`src/rtl/ndiv_pkg.sv`:
```
package ndiv_pkg;

   // Command accepted on a given cycle after priority decoding
   typedef enum logic [1:0] {
      CMD_NONE  = 2'd0,
      CMD_SETUP = 2'd1,
      CMD_RUN   = 2'd2,
      CMD_STEP  = 2'd3
   } ndiv_cmd_e;

   // Flag bundle held next to the working register
   typedef struct packed {
      logic q;
      logic m;
      logic t;
   } ndiv_flags_t;

   // Carry/borrow detection variants for the step datapath
   localparam int CB_COMPARE  = 0;
   localparam int CB_EXTENDED = 1;

endpackage

```
`src/rtl/ndiv_cmd_decode.sv`:
```
module ndiv_cmd_decode
   import ndiv_pkg::*;
(
   input  logic      busy_i,
   input  logic      setup_i,
   input  logic      run_i,
   input  logic      step_i,
   output ndiv_cmd_e cmd_o
);

   // Priority: setup > run > single step; nothing is accepted while busy
   always_comb begin
      cmd_o = CMD_NONE;
      if (!busy_i) begin
         if (setup_i)
            cmd_o = CMD_SETUP;
         else if (run_i)
            cmd_o = CMD_RUN;
         else if (step_i)
            cmd_o = CMD_STEP;
      end
   end

endmodule

```
`src/rtl/ndiv_step.sv`:
```
module ndiv_step
   import ndiv_pkg::*;
#(
   parameter int WIDTH    = 32,
   parameter int CB_STYLE = CB_COMPARE
) (
   input  logic [WIDTH-1:0] rem_i,
   input  logic [WIDTH-1:0] div_i,
   input  ndiv_flags_t      flg_i,
   output logic [WIDTH-1:0] rem_o,
   output ndiv_flags_t      flg_o
);

   if (WIDTH < 2) begin : g_bad_width
      $error("ndiv_step: WIDTH must be at least 2");
   end
   if (CB_STYLE != CB_COMPARE && CB_STYLE != CB_EXTENDED) begin : g_bad_style
      $error("ndiv_step: unknown CB_STYLE");
   end

   logic             top_bit;
   logic [WIDTH-1:0] shifted;
   logic             do_sub;
   logic [WIDTH-1:0] result;
   logic             cb;

   assign top_bit = rem_i[WIDTH-1];
   assign shifted = {rem_i[WIDTH-2:0], flg_i.t};
   assign do_sub  = (flg_i.q == flg_i.m);

   if (CB_STYLE == CB_COMPARE) begin : g_cmp
      // Carry/borrow recovered by comparing against the pre-operation value
      always_comb begin
         if (do_sub) begin
            result = shifted - div_i;
            cb     = (result > shifted);
         end else begin
            result = shifted + div_i;
            cb     = (result < shifted);
         end
      end
   end else begin : g_ext
      // Carry/borrow taken from one extra adder bit
      logic [WIDTH:0] wide;
      always_comb begin
         if (do_sub)
            wide = {1'b0, shifted} - {1'b0, div_i};
         else
            wide = {1'b0, shifted} + {1'b0, div_i};
         result = wide[WIDTH-1:0];
         cb     = wide[WIDTH];
      end
   end

   always_comb begin
      rem_o   = result;
      flg_o.m = flg_i.m;
      flg_o.q = top_bit ^ flg_i.m ^ cb;
      flg_o.t = (flg_o.q == flg_i.m);
   end

endmodule

```
`src/rtl/ndiv_seq.sv`:
```
module ndiv_seq #(
   parameter int RUN_STEPS = 32
) (
   input  logic clk,
   input  logic rst_n,
   input  logic start_i,
   output logic busy_o,
   output logic done_o
);

   if (RUN_STEPS < 1) begin : g_bad_steps
      $error("ndiv_seq: RUN_STEPS must be at least 1");
   end

   localparam int CW = (RUN_STEPS > 1) ? $clog2(RUN_STEPS) : 1;
   localparam logic [CW-1:0] LAST = CW'(RUN_STEPS - 1);

   logic [CW-1:0] cnt_q;

   always_ff @(posedge clk or negedge rst_n) begin
      if (!rst_n) begin
         cnt_q  <= '0;
         busy_o <= 1'b0;
         done_o <= 1'b0;
      end else begin
         done_o <= 1'b0;
         if (busy_o) begin
            if (cnt_q == LAST) begin
               busy_o <= 1'b0;
               done_o <= 1'b1;
               cnt_q  <= '0;
            end else begin
               cnt_q <= cnt_q + 1'b1;
            end
         end else if (start_i) begin
            busy_o <= 1'b1;
            cnt_q  <= '0;
         end
      end
   end

endmodule

```
`src/rtl/ndiv_unit.sv`:
```
module ndiv_unit
   import ndiv_pkg::*;
#(
   parameter int WIDTH     = 32,
   parameter int RUN_STEPS = WIDTH,
   parameter int CB_STYLE  = CB_COMPARE
) (
   input  logic             clk,
   input  logic             rst_n,
   input  logic             setup_en,
   input  logic [WIDTH-1:0] setup_rem,
   input  logic [WIDTH-1:0] setup_div,
   input  logic             setup_q,
   input  logic             setup_m,
   input  logic             setup_t,
   input  logic             step_en,
   input  logic             run_start,
   output logic [WIDTH-1:0] rem_out,
   output logic             q_out,
   output logic             m_out,
   output logic             t_out,
   output logic             busy,
   output logic             done
);

   if (WIDTH < 2) begin : g_bad_width
      $error("ndiv_unit: WIDTH must be at least 2");
   end
   if (RUN_STEPS < 1) begin : g_bad_steps
      $error("ndiv_unit: RUN_STEPS must be at least 1");
   end

   ndiv_cmd_e        cmd;
   logic             step_fire;
   logic [WIDTH-1:0] rem_q;
   logic [WIDTH-1:0] div_q;
   ndiv_flags_t      flg_q;
   logic [WIDTH-1:0] rem_nx;
   ndiv_flags_t      flg_nx;

   ndiv_cmd_decode u_dec (
      .busy_i  (busy),
      .setup_i (setup_en),
      .run_i   (run_start),
      .step_i  (step_en),
      .cmd_o   (cmd)
   );

   ndiv_seq #(.RUN_STEPS(RUN_STEPS)) u_seq (
      .clk     (clk),
      .rst_n   (rst_n),
      .start_i (cmd == CMD_RUN),
      .busy_o  (busy),
      .done_o  (done)
   );

   ndiv_step #(.WIDTH(WIDTH), .CB_STYLE(CB_STYLE)) u_step (
      .rem_i (rem_q),
      .div_i (div_q),
      .flg_i (flg_q),
      .rem_o (rem_nx),
      .flg_o (flg_nx)
   );

   assign step_fire = busy || (cmd == CMD_STEP);

   always_ff @(posedge clk or negedge rst_n) begin
      if (!rst_n) begin
         rem_q <= '0;
         div_q <= '0;
         flg_q <= '0;
      end else if (cmd == CMD_SETUP) begin
         rem_q   <= setup_rem;
         div_q   <= setup_div;
         flg_q.q <= setup_q;
         flg_q.m <= setup_m;
         flg_q.t <= setup_t;
      end else if (step_fire) begin
         rem_q <= rem_nx;
         flg_q <= flg_nx;
      end
   end

   assign rem_out = rem_q;
   assign q_out   = flg_q.q;
   assign m_out   = flg_q.m;
   assign t_out   = flg_q.t;

endmodule

```
`config.mk`:
```
export PLATFORM = sky130hd
export DESIGN_NAME = ndiv_unit
export DESIGN_NICKNAME = d
export VERILOG_FILES = /design/src/rtl/ndiv_pkg.sv /design/src/rtl/ndiv_cmd_decode.sv /design/src/rtl/ndiv_step.sv /design/src/rtl/ndiv_seq.sv /design/src/rtl/ndiv_unit.sv
export SDC_FILE = /design/constraint.sdc
export NUM_CORES = 1
export LEC_CHECK = 0
export ABC_AREA = 1
export CAP_MARGIN = 25
export CORE_MARGIN = 10
export CORE_UTILIZATION = 50
export CTS_CLUSTER_DIAMETER = 120
export DETAILED_ROUTE_END_ITERATION = 8
export GPL_TIMING_DRIVEN = 0
export PLACE_DENSITY = 0.84
export SLEW_MARGIN = 20
export SYNTH_ARGS = -nofsm -noshare
export SYNTH_HDL_FRONTEND = slang
export SYNTH_SLANG_ARGS = --single-unit
```
`constraint.sdc`:
```
create_clock -name clk -period 5.9 [get_ports clk]
set_clock_uncertainty 0.05 [all_clocks]
set_input_delay 1.18 -clock clk [delete_from_list [all_inputs] [get_ports clk]]
set_output_delay 1.18 -clock clk [all_outputs]
set_load 0.03 [all_outputs]
```
Word level (Yosys, flattened, before mapping) --
Cells that the tools add are included.
Storage, ports and cells: flip-flop bits (word level) 74, output and inout port bits 37
Operators by class: $add $sub $neg 3, order comparisons 2, equal/unequal tests 6, multiplexer cells 18, bitwise logic cells 2, reductions and logical operators 3
Operators by type and width (count):
- 32-bit two-way mux | 3
- 32-bit adder | 1
- 32-bit greater-than comparator | 1
- 32-bit less-than comparator | 1
- 32-bit subtractor | 1
- 5-bit two-way mux | 3
- 2-bit two-way mux | 4
- 1-bit two-way mux | 6
- 3-bit two-way mux | 2
- 5-bit by 1-bit adder with 5-bit output (second input constant) | 1
- 5-bit equality test (second input constant) | 1
- 2-bit equality test (second input constant) | 2
- 2-bit nonzero test | 2
- 1-bit equality test | 2
- 2-bit by 1-bit equality test with 1-bit output (second input constant) | 1
- 1-bit XOR | 2
- 1-bit logical OR | 1

Logic depth before layout (Yosys ltp) --
depth in word-level cells 8, gate-level depth with buffers 30

By module --
A second synthesis with hierarchy kept.
Unflattened totals: cells, all modules 1492, area total of the unflattened synthesis 9572.9 µm²
By module, submodules not included:
- ndiv_step | instances 1, cells an instance 1047, area an instance 6037.0 µm²
- ndiv_unit | instances 1, cells an instance 406, area an instance 3166.8 µm²
- ndiv_seq | instances 1, cells an instance 33, area an instance 335.3 µm²
- ndiv_cmd_decode | instances 1, cells an instance 6, area an instance 33.8 µm²

Worst setup path after synthesis --
No wires, ideal clock.
kind reg2reg, from reg flg_q, in the netlist t_out, to reg flg_q, in the netlist q_out, data arrival time 3.200 ns, required time 5.733 ns, slack 2.533 ns, stages on the path, launching flop included 30, path buffers 0, clock period less this slack 3.367 ns, path through dfrtp_1 inv_1 ha_1 inv_1 fa_1 nand2_1 nand2_1 o21ai_2 inv_1 nand2_1 nand2_2 nand2_1 nand2_1 nand2_1 nand3_1 and2_1 ha_1 nand2_1 nor2_1 nand4_1 nor3_1 nand2_1 nand2_1 nand2_1 nand2_1 nand2_1 nand2_1 nand3_1 nand2_1 nand2_1
On the way: longest elaborated chain between the ends 6
Ends and longest elaborated chain:
- start: declaration | RTL line ndiv_unit.sv:37 | ndiv_flags_t flg_q;
- start signal: assignment | RTL line ndiv_unit.sv:80 | flg_q <= flg_nx;
- 32-bit adder or 32-bit subtractor (tied branches) | RTL line ndiv_step.sv:38, ndiv_step.sv:35
- 32-bit less-than comparator or 32-bit greater-than comparator (tied branches) | RTL line ndiv_step.sv:39, ndiv_step.sv:36
- 1-bit two-way mux (*) | RTL line ndiv_step.sv:34 | if (do_sub) begin
- 1-bit XOR (*) | RTL line ndiv_step.sv:58 | flg_o.q = top_bit ^ flg_i.m ^ cb;
- 3-bit two-way mux (*) | RTL line ndiv_unit.sv:78 | end else if (step_fire) begin
- 3-bit two-way mux (*) | RTL line ndiv_unit.sv:72 | end else if (cmd == CMD_SETUP) begin
Mark *: on every way between the ends. The rest lies on a longest branch, timed or not. The select of a mux whose other input is x is not followed. A chain may end at the register's enable or synchronous reset.

Worst setup path after layout --
from reg rem_q[12], in the netlist rem_out[12], to reg flg_q, in the netlist q_out
On the way: longest elaborated chain between the ends 6
Ends and longest elaborated chain:
- start: declaration | RTL line ndiv_unit.sv:35 | logic [WIDTH-1:0] rem_q;
- start signal: assignment | RTL line ndiv_unit.sv:73 | rem_q <= setup_rem;
- start signal: assignment | RTL line ndiv_unit.sv:79 | rem_q <= rem_nx;
- 32-bit adder or 32-bit subtractor (tied branches) | RTL line ndiv_step.sv:38, ndiv_step.sv:35
- 32-bit less-than comparator or 32-bit greater-than comparator (tied branches) | RTL line ndiv_step.sv:39, ndiv_step.sv:36
- 1-bit two-way mux (*) | RTL line ndiv_step.sv:34
- 1-bit XOR (*) | RTL line ndiv_step.sv:58
- 3-bit two-way mux (*) | RTL line ndiv_unit.sv:78
- 3-bit two-way mux (*) | RTL line ndiv_unit.sv:72
Marks and branches as above.

==> flow_results.org <==
** Route
- Dividing the detail-routed via count by the number of cells gives 5.536.
- The first routing iteration left 1059 violations.
- The first detailed-routing pass ran for 5 iterations.
- Remaining routing DRC violations :: 0
- The detail route stage leaves a number of antenna-violating nets equal to 0.
- Wire length per cell after detailed routing :: 19.22 um
- Via total after detailed routing :: 10210
- Summed over all layers, the routed wires come to 35440 um.

** Timing
- Number of pins with negative max-slew slack in the final report :: 0
- Of the available clock period, the critical path in the final layout requires 77.25%.
- Headroom to the max-slew limit came out at 40.00%.
- # setup viols final :: 0
- Number of endpoints with negative hold slack in the final report :: 0
- Min Clock Period, post-route :: 4.558 ns
- Slew at the pin closest to its max-slew limit :: 0.8875 ns
- Summed over all failing endpoints, the final setup total negative slack is 0 ns.
- Unrepaired setup endpoints after global routing :: no
- For this run, the top clock speed supported by timing is 219.4 MHz.
- Hold is met by 0.4788 ns.

** Yosys
- Instance count of the mapped netlist :: 1485
- Synthesized-area fraction occupied by ao, oa, aoi and oai cells :: 15.54%
- By instance count, the leading cell after synthesis is nand2_1.
- Yosys synthesis warning count :: 0
- Share of async-settable or async-resettable flops after synthesis :: 100.0%
- Top-area cell type share of the netlist area :: 19.66%
- In the synthesized netlist, mux cells make up 0% of the area.
- Ranked by total cell area, the synthesized netlist is headed by dfrtp_1 (20%), ha_1 (17%), nand2_1 (15%).
- Netlist area before placement :: 9419 sq um
- The commonest cells after synthesis are nand2_1 (388), inv_1 (213), nor2_1 (128).
- Summing the sequential cell areas from Yosys gives 19.66% of the chip area.
- Primary FF master, synth :: dfrtp_1
- Flip-flop and latch count after synthesis :: 74
- Of the total synthesized cell area, the portion taken by XOR and XNOR cells is 3.706%.
- Area fraction in and, or, nand and nor cells after synthesis :: 32.44%
- The number of nets in the synthesized netlist is 1685.
- Of the total synthesized cell area, the portion taken by full adders, half adders and majority gates is 17.16%.
- In this run the mean area of a mapped cell was 6.343 sq um.
- Yosys mapped the design onto 47 distinct sky130hd cell types.
- Combinational family with the most area after synthesis :: simple AND/OR/NAND/NOR gates
- Of all cell types, the one taking the most synthesized area is dfrtp_1.
- EDFF count, synth :: 0

** Floorplanning
- For this design the top-level I/O count stands at 109.
- For this configuration, the core starts out at a cell density of 50.52%.
- Site row count :: 50
- From left edge to right edge, the die measures 157.3 um.
- After floorplanning, the core was sized to cover 18640 sq um.
- The floorplan step defined a die boundary enclosing 24730 sq um.
- The floorplan step set the die height to 157.3 um.

** Placed design
- Detailed placement ended at an HPWL of 29610 um.
- Total of buffers placed on input and output ports :: 108
- The congestion estimate from routability-driven global placement came to 1.047.
- Cell area reported after detailed placement :: 10820 sq um

** Clock tree
- The tree built by TritonCTS fans out to 74 sinks.
- CTS H-Tree Depth :: 3
- Worst-skew pair later-pin latency :: 0.37 ns
- TritonCTS built the clock tree.
- Number of instances resized during post-cts repair :: 0
- Clock slew at reported path FFs :: 0.07 ns
- Clock tree synthesis inserted a total of 9 buffers.
- The clock passes through at most 2 buffers.
- Buffers added to address setup during post-CTS repair amount to 0.
- Total of hold buffers inserted after clock tree synthesis :: 0
- The tree is rooted in a clkbuf_16.

** Setup path
- Max Fanout on Critical Path :: 8
- Endpoint arrival time on the critical path :: 4.76 ns
- Data on the critical path is required at its endpoint by 6.10 ns.
- STA classifies the critical path endpoint as a flop.
- The worst setup path is launched from a flop.
- By startpoint and endpoint, the worst setup path is classified as flop to flop.

** Final layout
- Area of all placed cells without fillers :: 11130 sq um
- Of the cells placed in the final design, the portion with a size suffix greater than 1 is 6.957%.
- Antenna diode count :: 0
- After the last flow step, the layout net total stands at 1805.
- The area growth from synthesis to layout is 18.17%.
- Fill cells in the final layout number 1798.

** GRT
- The number of global-route vias before repair was 9691.
- Overall track demand over capacity in global routing :: 28.52%
- Entering global routing, the biggest net connects 48 pins.
- The first global-routing pass estimated 53820 um of wire.
- The number of antenna violations at the first check in global routing was 0.
- Summed over all layers, the global routing overflow is 0.

** Outcome
- Result of the run :: complete, no violations

** Run
- Across the run, the number of max-cap violations was 0.

** Hold path
- The min-delay analysis places its worst path in the category flop to flop.
critical path, stage by stage (launching register included):
cell     delay [ns]
dfrtp_1        0.50
ha_1           0.34
buf_2          0.18
a21oi_1        0.29
o21ai_0        0.25
a21oi_1        0.21
nand2_2        0.18
nand2_1        0.15
nand3_1        0.11
and2_1         0.18
ha_1           0.27
nand2_1        0.06
nor2_1         0.15
nand4_1        0.23
nor3_1         0.42
nand4_1        0.32
nand2_1        0.17
nand2_1        0.09
nand3_1        0.12
nand3_1        0.08
nand2_1        0.07
nand2_1        0.04
logic make-up after synthesis:
| logic type | Yosys count |
|---|---|
| compound gates | 261 |
| simple gates | 717 |
| flops | 74 |
| buf+inv | 272 |
| fa+ha+maj | 128 |
| xor+xnor | 33 |
registers in the layout, summed over array words and instances (netlist names):
name,cells
rem_out,32
t_out,1
q_out,1
u_seq.cnt_q,5
div_q,32
u_seq.done_o,1
m_out,1
u_seq.busy_o,1
through the flow:
step	instances	worst slack [ns]	utilization, %
5_1_grt	1844	1.149	59.70
2_1_floorplan	1485	2.533	-
3_3_place_gp	1827	0.8854	57.89
3_5_place_dp	1828	1.514	58.03
4_1_cts	1844	1.466	59.70
6_report	1844	1.342	59.70
per-layer routing:
| layer | share of wire (%) | vias up | global-route usage, % |
|---|---|---|---|
| met2 | 43 | 427 | 43.19 |
| met5 | 0 | - | 0 |
| met4 | 2.5 | 0 | 7.614 |
| met3 | 9.4 | 51 | 4.831 |
| met1 | 45 | 4743 | 40.79 |
| li1 | - | 4987 | - |
final timing paths:
kind                              to  slack [ns]        start  cells after the start
setup / recovery               q_out        1.34  rem_out[12]                     21
hold / removal             div_q[31]        0.48    div_q[31]                      2
setup reg to reg               q_out        1.34  rem_out[12]                     21
hold reg to reg            div_q[31]        0.48    div_q[31]                      2
max in group asynchronous   div_q[1]        4.51        rst_n                      2
min in group asynchronous  div_q[25]        0.71        rst_n                      1
cells in the final DEF, fill, tap and decap left out, drive strengths merged, types with 2 or more instances in the layout:
| cell type | netlist | routed |
|---|---|---|
| buf | 22 | 24 |
| nor4 | 2 | 2 |
| and2 | 26 | 26 |
| inv | 228 | 229 |
| o21a | 5 | 5 |
| nand3b | 2 | 2 |
| or2 | 3 | 3 |
| xnor2 | 4 | 4 |
| nand2 | 408 | 408 |
| o211ai | 6 | 6 |
| clkbuf | 21 | 31 |
| a31oi | 3 | 3 |
| nand4 | 9 | 9 |
| dfrtp | 74 | 74 |
| fa | 2 | 2 |
| nor2 | 135 | 135 |
| o21ai | 129 | 129 |
| clkinv | 1 | 5 |
| a21o | 5 | 5 |
| ha | 126 | 126 |
| clkdlybuf4s50 | 0 | 107 |
| xor2 | 29 | 29 |
| nor3 | 14 | 14 |
| a21oi | 96 | 96 |
| o22ai | 6 | 6 |
| a211oi | 2 | 2 |
| o21bai | 8 | 8 |
| nand3 | 116 | 116 |
final cells by class:
cell class	count	area [sq um]	area share, %
buffer	43	222.7	2.001
clock buffer	10	239.0	2.147
clock inverter	6	73.82	0.6632
inverter	229	859.6	7.723
multi-input combinational	1139	6485	58.26
sequential	74	1852	16.64
tap	234	292.8	2.630
timing repair buffer	109	1106	9.937
Power is not shown: default switching activity piles up to over one toggle a cycle in this logic, so the estimate is an artifact.
